### config.mk
export PLATFORM = sky130hd
export DESIGN_NAME = prio_arb_disp
export DESIGN_NICKNAME = d
export VERILOG_FILES = /design/src/rtl/prio_arb_pkg.sv /design/src/rtl/arb_fsm.sv /design/src/rtl/name_seg_decode.sv /design/src/rtl/prio_arb_disp.sv
export SDC_FILE = /design/constraint.sdc
export NUM_CORES = 1
export LEC_CHECK = 0
export BUFFER_PORTS_ARGS = -buffer_cell sky130_fd_sc_hd__buf_2
export CORE_ASPECT_RATIO = 1.2
export CORE_MARGIN = 2
export CORE_UTILIZATION = 37
export DETAILED_ROUTE_END_ITERATION = 10
export HOLD_SLACK_MARGIN = 0.15
export PLACE_DENSITY = 0.95
export SLEW_MARGIN = 10
export SYNTH_ARGS = -nofsm -noshare
export SYNTH_HDL_FRONTEND = slang
export SYNTH_SLANG_ARGS = --single-unit
export TNS_END_PERCENT = 1
### constraint.sdc
create_clock -name clk -period 5.92 [get_ports clk]
set_clock_uncertainty 0.1 [all_clocks]
set_input_delay 0.592 -clock clk [delete_from_list [all_inputs] [get_ports clk]]
set_output_delay 0.592 -clock clk [all_outputs]
set_load 0.01 [all_outputs]
### src/rtl/prio_arb_pkg.sv
// Shared types and glyph encodings for the three-way arbiter.
// Assumes active-low segments, bit order g..a from bit 6 to bit 0.
package prio_arb_pkg;

    localparam int NUM_REQ  = 3;
    localparam int SEG_BITS = 7;
    localparam int NUM_DIG  = 8;

    typedef enum logic [1:0] {
        ST_IDLE = 2'd0,
        ST_A    = 2'd1,
        ST_B    = 2'd2,
        ST_C    = 2'd3
    } arb_state_e;

    localparam logic [SEG_BITS-1:0] GL_BLANK = 7'h7F;
    localparam logic [SEG_BITS-1:0] GL_P     = 7'h0C;
    localparam logic [SEG_BITS-1:0] GL_R     = 7'h2F;
    localparam logic [SEG_BITS-1:0] GL_O     = 7'h23;
    localparam logic [SEG_BITS-1:0] GL_CL    = 7'h27;
    localparam logic [SEG_BITS-1:0] GL_E     = 7'h04;
    localparam logic [SEG_BITS-1:0] GL_S     = 7'h12;
    localparam logic [SEG_BITS-1:0] GL_A     = 7'h08;
    localparam logic [SEG_BITS-1:0] GL_B     = 7'h03;
    localparam logic [SEG_BITS-1:0] GL_CU    = 7'h46;

    // Glyph for one digit position given the one-hot grant (bit 2 = A).
    function automatic logic [SEG_BITS-1:0] glyph_for(input int pos,
                                                      input logic [NUM_REQ-1:0] gnt);
        logic [SEG_BITS-1:0] g;
        if (gnt == '0) begin
            g = GL_BLANK;
        end else begin
            case (pos)
                0:       g = GL_P;
                1:       g = GL_R;
                2:       g = GL_O;
                3:       g = GL_CL;
                4:       g = GL_E;
                5:       g = GL_S;
                6:       g = GL_S;
                7: begin
                    if (gnt[2])      g = GL_A;
                    else if (gnt[1]) g = GL_B;
                    else             g = GL_CU;
                end
                default: g = GL_BLANK;
            endcase
        end
        return g;
    endfunction

endpackage

### src/rtl/arb_fsm.sv
// Fixed-priority arbitration state machine with a mandatory idle step.
// Grants are registered and decoded from the next state; bit 2 = A, bit 0 = C.
// Assumes synchronous active-low reset and requests stable around the clock edge.
module arb_fsm
    import prio_arb_pkg::*;
(
    input  logic               clk,
    input  logic               rst_n,
    input  logic [NUM_REQ-1:0] req,
    output logic [NUM_REQ-1:0] gnt
);

    arb_state_e state_q;
    arb_state_e state_d;

    // Next state: grants are issued only from idle; a holder keeps or releases.
    always_comb begin
        state_d = ST_IDLE;
        case (state_q)
            ST_IDLE: begin
                if (req[2])      state_d = ST_A;
                else if (req[1]) state_d = ST_B;
                else if (req[0]) state_d = ST_C;
                else             state_d = ST_IDLE;
            end
            ST_A:    state_d = req[2] ? ST_A : ST_IDLE;
            ST_B:    state_d = req[1] ? ST_B : ST_IDLE;
            ST_C:    state_d = req[0] ? ST_C : ST_IDLE;
            default: state_d = ST_IDLE;
        endcase
    end

    // State and registered one-hot grant update.
    always_ff @(posedge clk) begin
        if (!rst_n) begin
            state_q <= ST_IDLE;
            gnt     <= '0;
        end else begin
            state_q <= state_d;
            case (state_d)
                ST_A:    gnt <= 3'b100;
                ST_B:    gnt <= 3'b010;
                ST_C:    gnt <= 3'b001;
                default: gnt <= 3'b000;
            endcase
        end
    end


    gnt_onehot_chk: assert property (@(posedge clk) disable iff (!rst_n)
        $onehot0(gnt));


    no_direct_handover_chk: assert property (@(posedge clk) disable iff (!rst_n)
        (gnt != '0) |=> (gnt == '0) || (gnt == $past(gnt)));


    hold_while_req_chk: assert property (@(posedge clk) disable iff (!rst_n)
        ((gnt & req) != '0) |=> (gnt == $past(gnt)));


    idle_after_release_chk: assert property (@(posedge clk) disable iff (!rst_n)
        ((gnt != '0) && ((gnt & req) == '0)) |=> (gnt == '0));


    a_wins_from_idle_chk: assert property (@(posedge clk) disable iff (!rst_n)
        ((gnt == '0) && req[2]) |=> (gnt == 3'b100));


    c_alone_from_idle_chk: assert property (@(posedge clk) disable iff (!rst_n)
        ((gnt == '0) && (req == 3'b001)) |=> (gnt == 3'b001));

endmodule

### src/rtl/name_seg_decode.sv
// Turns the one-hot grant into eight active-low seven-segment glyphs that
// spell the holder's name; all digits dark when no grant is active.
// Assumes digit i on bits [7*i+6:7*i], digit 0 holding the first letter.
module name_seg_decode
    import prio_arb_pkg::*;
(
    input  logic [NUM_REQ-1:0]          gnt,
    output logic [NUM_DIG*SEG_BITS-1:0] seg_n
);

    // One glyph lookup per digit position.
    for (genvar d = 0; d < NUM_DIG; d++) begin : g_dig
        assign seg_n[d*SEG_BITS +: SEG_BITS] = glyph_for(d, gnt);
    end

endmodule

### src/rtl/prio_arb_disp.sv
// Top: three-way fixed-priority arbiter (A > B > C) with forced idle between
// grants, plus a name display on eight seven-segment digits.
// Assumes synchronous active-low reset; outputs change only after a clock edge.
module prio_arb_disp
    import prio_arb_pkg::*;
(
    input  logic                        clk,
    input  logic                        rst_n,
    input  logic                        req_a,
    input  logic                        req_b,
    input  logic                        req_c,
    output logic                        gnt_a,
    output logic                        gnt_b,
    output logic                        gnt_c,
    output logic [NUM_DIG*SEG_BITS-1:0] seg_n
);

    logic [NUM_REQ-1:0] req_v;
    logic [NUM_REQ-1:0] gnt_v;

    // Pack requests with A in the top bit.
    assign req_v = {req_a, req_b, req_c};

    arb_fsm u_fsm (
        .clk   (clk),
        .rst_n (rst_n),
        .req   (req_v),
        .gnt   (gnt_v)
    );

    name_seg_decode u_disp (
        .gnt   (gnt_v),
        .seg_n (seg_n)
    );

    // Split the grant vector onto the output pins.
    assign gnt_a = gnt_v[2];
    assign gnt_b = gnt_v[1];
    assign gnt_c = gnt_v[0];


    dark_when_idle_chk: assert property (@(posedge clk) disable iff (!rst_n)
        (!gnt_a && !gnt_b && !gnt_c) |-> (seg_n == '1));

endmodule

Word-level counts from Yosys, hierarchy flattened
Index checks and enable logic that the tools add are counted.

Word-level logic and storage cells: 26. Input bits: 5. Register bits after elaboration: 5.

Mux-type cells: 16. Reduce and logical (&&, ||, !) cells: 2. Equality and inequality tests: 6.

Operators with widths (count): $mux 7 (9); $pmux 3 s3 (1); $eq 2x2->1 const B (4); $mux 2 (4); $pmux 2 s4 (1); $eq 2x1->1 const B (2); $logic_not 3->1 (1); $logic_not 2->1 (1); $mux 1 (1).

Logic depth before layout (Yosys ltp)
Gate-level depths: netlist (run 1).

Depth after elaboration: 6. Depth in mapped cells: 3. Depth with buffers taken out: 3.

Hierarchy
A second synthesis (run 1) with hierarchy kept.

Cell total of the unflattened synthesis: 77. Area total of the unflattened synthesis: 609.3 um^2.

Modules (own cells, without submodules): name_seg_decode (area an instance 412.9 um^2, times used 1, cells an instance 58); arb_fsm (area an instance 196.4 um^2, times used 1, cells an instance 19).

Worst setup path before layout (run 1)
OpenSTA, ideal clock, no wires.

Path type: register to output. Start point: reg u_fsm.gnt[2]. End point: out seg_n[11]. Data required time: 5.228 ns. Buffers on the path: 1. Stages on the path, launching flop included: 3. Setup slack: 2.676 ns. Arrival: 2.552 ns. Cells stage by stage: dfxtp_1 nor3_1 buf_4.

Word-level cells in the longest chain between the ends: 2.

Ends and longest elaborated chain: from (decl) (line arb_fsm.sv:10) `output logic [NUM_REQ-1:0] gnt`; from (signal assigned) (line arb_fsm.sv:37) `gnt <= '0;`; from (signal assigned) (line arb_fsm.sv:41) `ST_A: gnt <= 3'b100;`; from (signal assigned) (line arb_fsm.sv:42) `ST_B: gnt <= 3'b010;`; $logic_not 3->1 (line prio_arb_pkg.sv:31) `if (gnt == '0) begin`; $mux 7 (line prio_arb_pkg.sv:31); to (decl) (line prio_arb_disp.sv:15) `output logic [NUM_DIG*SEG_BITS-1:0] seg_n`.

No other way between the ends.

Worst setup path in the final report (run 1)
Start point: reg u_fsm.gnt[2]. End point: out seg_n[45].

Same word-level chain as after synthesis.

==> flow_summary_export.csv, run 1 <==
group,metric,value,unit
synthesis,netlist_area,614.3,sq um
route,detail-route-antenna-nets,0,
setup_path,cp_cell_sequence,"nor3_4 > buf_2",
setup_path,path_max_fanout,32,
grt,overflow,0,
final_layout,final-seq-area,100.1,sq um
clock_tree,post_cts_buffers,0,
floorplanning,rows,16,
power_and_ir_drop,p_per_area,246.2,nW/um^2
synthesis,async_flop_share,0,%
final_layout,nFillCells,199,
setup_path,path_delay_family,"simple AND/OR/NAND/NOR gates",
clock_tree,cts_buffer_depth,2,
synthesis,synth-edff-count,0,
final_layout,fin_cells,115,
hold_path,min_path_type,"reg2reg",
setup_path,crit_arrival,1.49,ns
grt,grt_pass1_vias,306,
status,outcome,"finished, final reports clean",
synthesis,yosysTopAreaCellShare,62.32,%
route,wirelength,941,um
setup_path,cp-end-kind,"output port",
synthesis,synth_commonest_cells,"buf_4 (51), a21oi_1 (5), dfxtp_1 (5)",
setup_path,cpPeakStageDelay,0.64,ns
clock_tree,cts.clk_slew.worst_paths,0.05,ns
grt,grt_max_degree,33,
final_layout,post-route-util,36.17,%
sta,rsz0062_at_grt,"false",
grt,grtUsageTotal,9.426,%
floorplanning,die_x,41.20,um
route,wl_per_cell,8.183,um
synthesis,yosysWarnings,0,
grt,antenna_found_initial,0,
clock_tree,cts.htree.levels,1,
final_layout,nets,103,
grt,grt_pass1_wl,1283,um
placement,gp_congestion,0.8370,
route,drc,0,
job,drv_cap,0,
synthesis,postSynthAreaPerCell,7.492,sq um
route,dr_total_vias,447,
sta,maxSlewHeadroom,52.03,%
clock_tree,cts_tree,"done",
setup_path,critPathKind,"reg2out",
sta,finalCritPeriodShare,36.84,%
synthesis,synth_seq_cells,5,
floorplanning,core,1602,sq um
setup_path,critical_path_buf_inv_count,1,
sta,finalHoldViolCount,0,
power_and_ir_drop,leakage,0.3195,nW
synthesis,ys_seq_area_share,16.29,%
setup_path,critical-path-slowest-cell,"nor3_4",
clock_tree,root_buffer,"clkbuf_4",
sta,fin_crit,2.181,ns
final_layout,syn2layout_area_growth,-5.703,%
synthesis,yosys-top-cells-area,"buf_4 (62%), dfxtp_1 (16%), a21oi_1 (4.1%), nand2_1 (2.4%), nor3b_2 (2.0%)",
setup_path,critical_path_required,5.23,ns
final_layout,multi_input_area,198.9,sq um
route,drtPass1Iterations,4,
clock_tree,cts_buffers,3,
floorplanning,die-area,2004,sq um
synthesis,synth_flop_cell,"dfxtp_1",
clock_tree,clk_latency,0.25,ns
clock_tree,cts.sinks,5,
sta,setup_violations,0,
sta,fmax,458.5,MHz
route,via_per_inst,3.887,
route,drt_iter0_markers,2,
synthesis,yosysMostFrequentCell,"buf_4",
floorplanning,die_h,48.64,um
setup_path,startpoint_type,"register",
placement,portBuffers,44,
placement,dp_hpwl,744.1,um
synthesis,netlist_instances,82,
final_layout,antennaDiodeCount,0,
synthesis,synth.distinct_cells,17,
clock_tree,cts_resized,0,
sta,tns,0,ns
sta,worst_slew_pin_slew,0.7173,ns
clock_tree,cts_hold_buf,0,
final_layout,drive_gt1_share,50.52,%
sta,slew_viol_final,0,
power_and_ir_drop,vdd_ir_drop_max,0.1026,mV
placement,placed_cells,111,
synthesis,synth_top_cell_by_area,"buf_4",
floorplanning,io-pin-count,64,
floorplanning,start_util,38.36,%
## sequential cells by signal, indices dropped and copies added (netlist names)
signal,count
u_fsm.gnt,3
u_fsm.state_q,2
## logic make-up (layout without fill, tap and decap cells)
family	count (synthesis)	after routing	share of synthesized area [%]
and+or+nand+nor	13	13	11.00
buffers and inverters	54	51	64.16
AOI/OAI and AO/OA	9	9	7.942
other	1	19	0.6104
DFF	5	5	16.29
## tightest hold or removal path, cell delays in order, from the launching register on
cell and delay [ns]:
dfxtp_1 0.33, nand3_1 0.07, a21boi_1 0.05
## cell usage in the layout, fill, tap and decap left out, types with 3 or more instances in the layout
cell type	n
dfxtp_1	5
nand2_1	4
a21oi_1	5
buf_2	44
inv_1	3
clkbuf_4	3
nor2_1	3
conb_1	19
## metrics by stage
step	setup WS (ns)	hold slack [ns]	power, mW	instance area, sq um
global route	3.463	0.4421	0.1565	579.3
detailed placement	3.612	0.4075	0.1025	546.8
CTS	3.345	0.4075	0.1450	573.1
floorplan	2.676	0.3814	0.1169	681.9
global placement	3.661	0.4046	0.1016	546.8
finish	3.739	0.4067	0.1426	579.3
## area by class of cell
| class | count | share of cell area (%) |
|---|---|---|
| multi-input cells | 41 | 34.34 |
| clock buffers | 4 | 4.536 |
| repair buffers | 44 | 38.01 |
| inverters | 3 | 1.944 |
| well taps | 18 | 3.888 |
| flip-flops and latches | 5 | 17.28 |
## power by group
part	internal, mW	switching, mW	total, mW
Clock	0.0256	0.0153	0.0409
Combinational	0.0237	0.0388	0.0625
Sequential	0.0360	0.00321	0.0392
## routing by layer
layer	share of wire, %	track usage (%)	vias up	routed length [um]
met5	0	0	-	0
met4	2.3	8.065	0	22
met3	21	4.587	2	193
met2	43	11.72	40	408
met1	34	11.40	185	316
li1	-	-	220	-
## worst paths after layout
path	startpoint	to	slack, ns	depth (start not counted)
hold reg to reg	u_fsm.state_q[1]	u_fsm.state_q[0]	0.41	2
hold / removal	u_fsm.state_q[1]	u_fsm.state_q[0]	0.41	2
setup / recovery	u_fsm.gnt[2]	seg_n[45]	3.74	2
setup reg to reg	u_fsm.state_q[0]	u_fsm.gnt[0]	4.95	3
No activity file was read; power rests on OpenSTA's default activity.
==> run 2, diff against run 1 <==
--- a/config.mk
+++ b/config.mk
@@ -8,10 +8,10 @@
 export BUFFER_PORTS_ARGS = -buffer_cell sky130_fd_sc_hd__buf_2
 export CORE_ASPECT_RATIO = 1.2
 export CORE_MARGIN = 2
-export CORE_UTILIZATION = 37
+export CORE_UTILIZATION = 34
 export DETAILED_ROUTE_END_ITERATION = 10
 export HOLD_SLACK_MARGIN = 0.15
-export PLACE_DENSITY = 0.95
+export PLACE_DENSITY = 0.89
 export SLEW_MARGIN = 10
 export SYNTH_ARGS = -nofsm -noshare
 export SYNTH_HDL_FRONTEND = slang
==> constraint.sdc (replaced) <==
create_clock -name clk -period 2.2 [get_ports clk]
set_clock_uncertainty 0.1 [all_clocks]
set_input_delay 0.22 -clock clk [delete_from_list [all_inputs] [get_ports clk]]
set_output_delay 0.22 -clock clk [all_outputs]
set_load 0.01 [all_outputs]
==> flow_summary_export.csv, run 2 (synthesis results as in run 1) <==
group,metric,value,unit
status,outcome,"finished, final reports clean",
sta,fin_crit,1.503,ns
final_layout,largest_register,"u_fsm.gnt",
floorplanning,rows,16,
floorplanning,core,1662,sq um
sta,tns,0,ns
floorplanning,start_util,36.97,%
clock_tree,cts_resized,0,
grt,grt_pass1_vias,302,
clock_tree,root_buffer,"clkbuf_4",
setup_path,critical_path_required,1.88,ns
clock_tree,cts.htree.levels,1,
grt,antenna_found_initial,0,
clock_tree,cts.clk_slew.worst_paths,0.04,ns
clock_tree,clk_latency,0.23,ns
final_layout,nFillCells,179,
power_and_ir_drop,p_per_area,631.0,nW/um^2
route,dr_total_vias,455,
final_layout,nets,106,
job,drv_cap,0,
grt,grt_pass1_wl,1186,um
grt,grtUsageTotal,7.028,%
final_layout,fin_cells,118,
sta,setup_violations,0,
power_and_ir_drop,leakage,0.3296,nW
final_layout,design_area,600.6,sq um
setup_path,cp-end-kind,"output port",
sta,rsz0062_at_grt,"false",
final_layout,most-common-layout-cells,"buf_2 (44), conb_1 (19), a21oi_1 (5), dfxtp_1 (5), nand2_1 (4)",
placement,portBuffers,44,
placement,gp_congestion,0.6791,
sta,finalHoldViolCount,0,
floorplanning,die_h,50.57,um
grt,grt_max_degree,33,
route,detail-route-antenna-nets,0,
route,drt_iter0_markers,5,
setup_path,path_max_fanout,32,
sta,slew_viol_final,0,
route,via_per_inst,3.856,
final_layout,antennaDiodeCount,0,
hold_path,min_path_type,"in2reg",
final_layout,syn2layout_area_growth,-2.240,%
placement,dp_hpwl,739.5,um
sta,finalCritPeriodShare,68.30,%
power_and_ir_drop,power,379.0,uW
placement,placed_cell_area,554.3,sq um
setup_path,critPathKind,"reg2out",
route,drc,0,
final_layout,largest_reg_flops,3,
placement,placed_cells,112,
clock_tree,cts_buffers,3,
route,drtPass1Iterations,3,
route,wl_per_cell,7.754,um
final_layout,reg.largest.list,"u_fsm.gnt (3), u_fsm.state_q (2)",
floorplanning,die-area,2164,sq um
grt,overflow,0,
floorplanning,io-pin-count,64,
setup_path,startpoint_type,"register",
clock_tree,cts_tree,"done",
power_and_ir_drop,vdd_ir_drop_max,0.3809,mV
route,wirelength,915,um
clock_tree,cts.sinks,5,
clock_tree,cts_buffer_depth,2,
final_layout,drive_gt1_share,50.00,%
final_layout,post-route-util,36.14,%
sta,fmax,665.5,MHz
final_layout,layout_commonest_cell,"buf_2",
setup_path,crit_arrival,1.18,ns
floorplanning,die_x,42.81,um
==> run 2: changes by cell type in the layout (fill, tap and decap cells not counted) <==
cell,delta
dlygate4sd3_1,+2
buf_4,+1
nor3_2,+1
nor3_4,-1
==> run 2: metal layers <==
metal	GRT usage, %	vias to the layer above	routed length (um)
li1	-	227	-
met1	7.527	185	325
met2	11.62	43	383
met3	5.396	0	206
met4	0	0	0
met5	0	-	0
==> run 2: power by group <==
group	internal (mW)	leakage (nW)	switching [mW]
Clock	0.0683	0.0150	0.0336
Combinational	0.0671	0.273	0.105
Sequential	0.0969	0.0412	0.00806
Total	0.232	0.330	0.147
==> run 2: cell type report <==
class | instances | area, sq um | share of cell area [%]
tap | 18 | 22.52 | 3.750
multi-input combinational | 41 | 192.7 | 32.08
sequential | 5 | 100.1 | 16.67
inverter | 3 | 11.26 | 1.875
timing repair buffer | 47 | 247.7 | 41.25
clock buffer | 4 | 26.28 | 4.375
==> run 2: worst paths after layout <==
kind / start / end / slack [ns] / depth (start not counted)
max: u_fsm.gnt[2] / seg_n[6] / 0.70 / 3
min: rst_n / u_fsm.gnt[1] / 0.16 / 3
max reg2reg: u_fsm.state_q[0] / u_fsm.state_q[1] / 1.23 / 3
min reg2reg: u_fsm.state_q[1] / u_fsm.state_q[1] / 0.42 / 2
==> run 2: what timing repair did <==
action | 4_1_cts | 5_1_grt
buffers inserted | 0 | 0
hold buffers | 2 | 0
endpoints found under the hold margin | 2 | 0
==> run 2: per-stage QoR <==
stage	setup WS (ns)	hold WS, ns
after floorplan	0.1350	0.2111
after global placement	0.9884	0.3582
after detailed placement	0.9368	0.3705
after CTS	0.6725	0.1546
after global routing	0.5776	0.1640
final	0.6974	0.1639
==> run 2: worst max-delay path: stages, from the launching register on <==
cell	delay [ns]
dfxtp_1	0.34
nor3_2	0.19
buf_4	0.25
buf_2	0.17
==> run 3, diff against run 2 <==
--- a/config.mk
+++ b/config.mk
@@ -8,10 +8,10 @@
 export BUFFER_PORTS_ARGS = -buffer_cell sky130_fd_sc_hd__buf_2
 export CORE_ASPECT_RATIO = 1.2
 export CORE_MARGIN = 2
-export CORE_UTILIZATION = 34
+export CORE_UTILIZATION = 31
 export DETAILED_ROUTE_END_ITERATION = 10
 export HOLD_SLACK_MARGIN = 0.15
-export PLACE_DENSITY = 0.89
+export PLACE_DENSITY = 0.86
 export SLEW_MARGIN = 10
 export SYNTH_ARGS = -nofsm -noshare
 export SYNTH_HDL_FRONTEND = slang
==> constraint.sdc (replaced) <==
create_clock -name clk -period 1.3 [get_ports clk]
set_clock_uncertainty 0.1 [all_clocks]
set_input_delay 0.13 -clock clk [delete_from_list [all_inputs] [get_ports clk]]
set_output_delay 0.13 -clock clk [all_outputs]
set_load 0.01 [all_outputs]
==> flow_summary_export.csv, run 3 (synthesis results as in run 1) <==
group,metric,value,unit
sta,rsz0062_at_grt,"true",
clock_tree,cts_buffer_depth,2,
final_layout,layout_commonest_cell,"buf_2",
route,drt_iter0_markers,9,
final_layout,antennaDiodeCount,0,
setup_path,cpPeakStageDelay,0.34,ns
clock_tree,root_buffer,"clkbuf_4",
grt,grt_pass1_vias,323,
setup_path,critical_path_required,1.07,ns
final_layout,largest_register,"u_fsm.gnt",
floorplanning,io-pin-count,64,
floorplanning,start_util,33.20,%
grt,overflow,0,
setup_path,startpoint_type,"register",
sta,finalCritPeriodShare,102.5,%
sta,setup_ws,-0.03243,ns
hold_path,hold_path_depth,2,
status,violations,"setup timing",
power_and_ir_drop,power,673.0,uW
grt,grt_pass1_wl,1304,um
job,drv_cap,0,
floorplanning,die_x,44.64,um
clock_tree,cts.clk_slew.worst_paths,0.05,ns
placement,placed_cell_area,569.3,sq um
floorplanning,rows,17,
setup_path,critical-path-slowest-cell,"dfxtp_2",
sta,fin_crit,1.332,ns
sta,finalHoldViolCount,0,
route,detail-route-antenna-nets,0,
clock_tree,clk_latency,0.25,ns
grt,grt_max_degree,18,
placement,portBuffers,44,
floorplanning,die_h,52.77,um
placement,gp_congestion,0.6695,
sta,setup_violations,32,
power_and_ir_drop,leakage,0.3490,nW
placement,dp_hpwl,763.2,um
grt,antenna_found_initial,0,
setup_path,crit_arrival,1.10,ns
setup_path,critPathKind,"reg2out",
final_layout,reg.largest.list,"u_fsm.gnt (3), u_fsm.state_q (2)",
route,wirelength,1002,um
route,via_per_inst,3.869,
final_layout,drive_gt1_share,51.46,%
hold_path,min_path_type,"reg2reg",
setup_path,cp-end-kind,"output port",
final_layout,largest_reg_flops,3,
clock_tree,cts_buffers,3,
grt,grtUsageTotal,8.076,%
final_layout,design_area,645.6,sq um
route,dr_total_vias,472,
sta,slew_viol_final,0,
sta,fmax,750.5,MHz
final_layout,most-common-layout-cells,"buf_2 (44), conb_1 (19), a21oi_1 (5)",
clock_tree,post_cts_buffers,0,
setup_path,path_max_fanout,17,
clock_tree,cts.sinks,5,
clock_tree,cts.htree.levels,1,
route,wl_per_cell,8.213,um
power_and_ir_drop,p_per_area,1042,nW/um^2
sta,holdWs,0.4140,ns
status,outcome,"finished with violations",
floorplanning,die-area,2355,sq um
power_and_ir_drop,vdd_ir_drop_max,0.5603,mV
route,drc,0,
final_layout,syn2layout_area_growth,5.092,%
clock_tree,cts_tree,"done",
floorplanning,core,1851,sq um
route,drtPass1Iterations,4,
final_layout,nets,109,
setup_path,reg2reg_depth,3,
setup_path,cp_cell_sequence,"nor3_4 > buf_6 > buf_2",
==> run 3: cell type report <==
| class | instances | area [sq um] |
|---|---|---|
| inverters | 3 | 11.26 |
| repair buffers | 50 | 282.8 |
| flip-flops and latches | 5 | 102.6 |
| clock buffers | 4 | 26.28 |
| multi-input cells | 41 | 198.9 |
| well taps | 19 | 23.77 |
| fillers | 197 | 1205 |
==> run 3: path summary, 6_finish.rpt <==
path,startpoint,to,slack (ns)
setup / recovery,u_fsm.gnt[0],seg_n[34],-0.03
hold reg to reg,u_fsm.state_q[1],u_fsm.state_q[0],0.41
setup reg to reg,u_fsm.state_q[0],u_fsm.gnt[0],0.30
hold / removal,u_fsm.state_q[1],u_fsm.state_q[0],0.41
==> run 3: per-stage QoR <==
stage          instances  worst slack [ns]  utilization (%)  setup TNS [ns]
6_report             122          -0.03243            34.89         -0.8721
2_1_floorplan        100           -0.2779                -          -8.647
3_5_place_dp         114            0.1845            30.76               0
5_1_grt              122           -0.1139            34.89          -3.397
4_1_cts              122          -0.04914            34.89          -1.406
3_3_place_gp         114            0.1965            30.76               0
==> run 3: report_power, final <==
| part | switching, mW | internal (mW) |
|---|---|---|
| Sequential | 0.0153 | 0.164 |
| Clock | 0.0682 | 0.116 |
| Combinational | 0.180 | 0.129 |
==> run 3: timing repair <==
item / in CTS / in global routing
endpoints found under the setup margin: 32 / 32
gates resized for setup: 4 / 0
hold buffers: 4 / 0
hold endpoints to repair: 5 / 0
==> run 3: critical path, delay by kind of cell, from the launching register on <==
family	cells	cell delay (ns)
flops	1	0.34
buf+inv	2	0.31
simple gates	1	0.22
==> run 3: layer usage <==
metal	share of wire [%]	global-route usage, %
met5	0	0
met2	44	13.29
met1	36	8.008
met3	18	3.103
met4	1.5	6.061
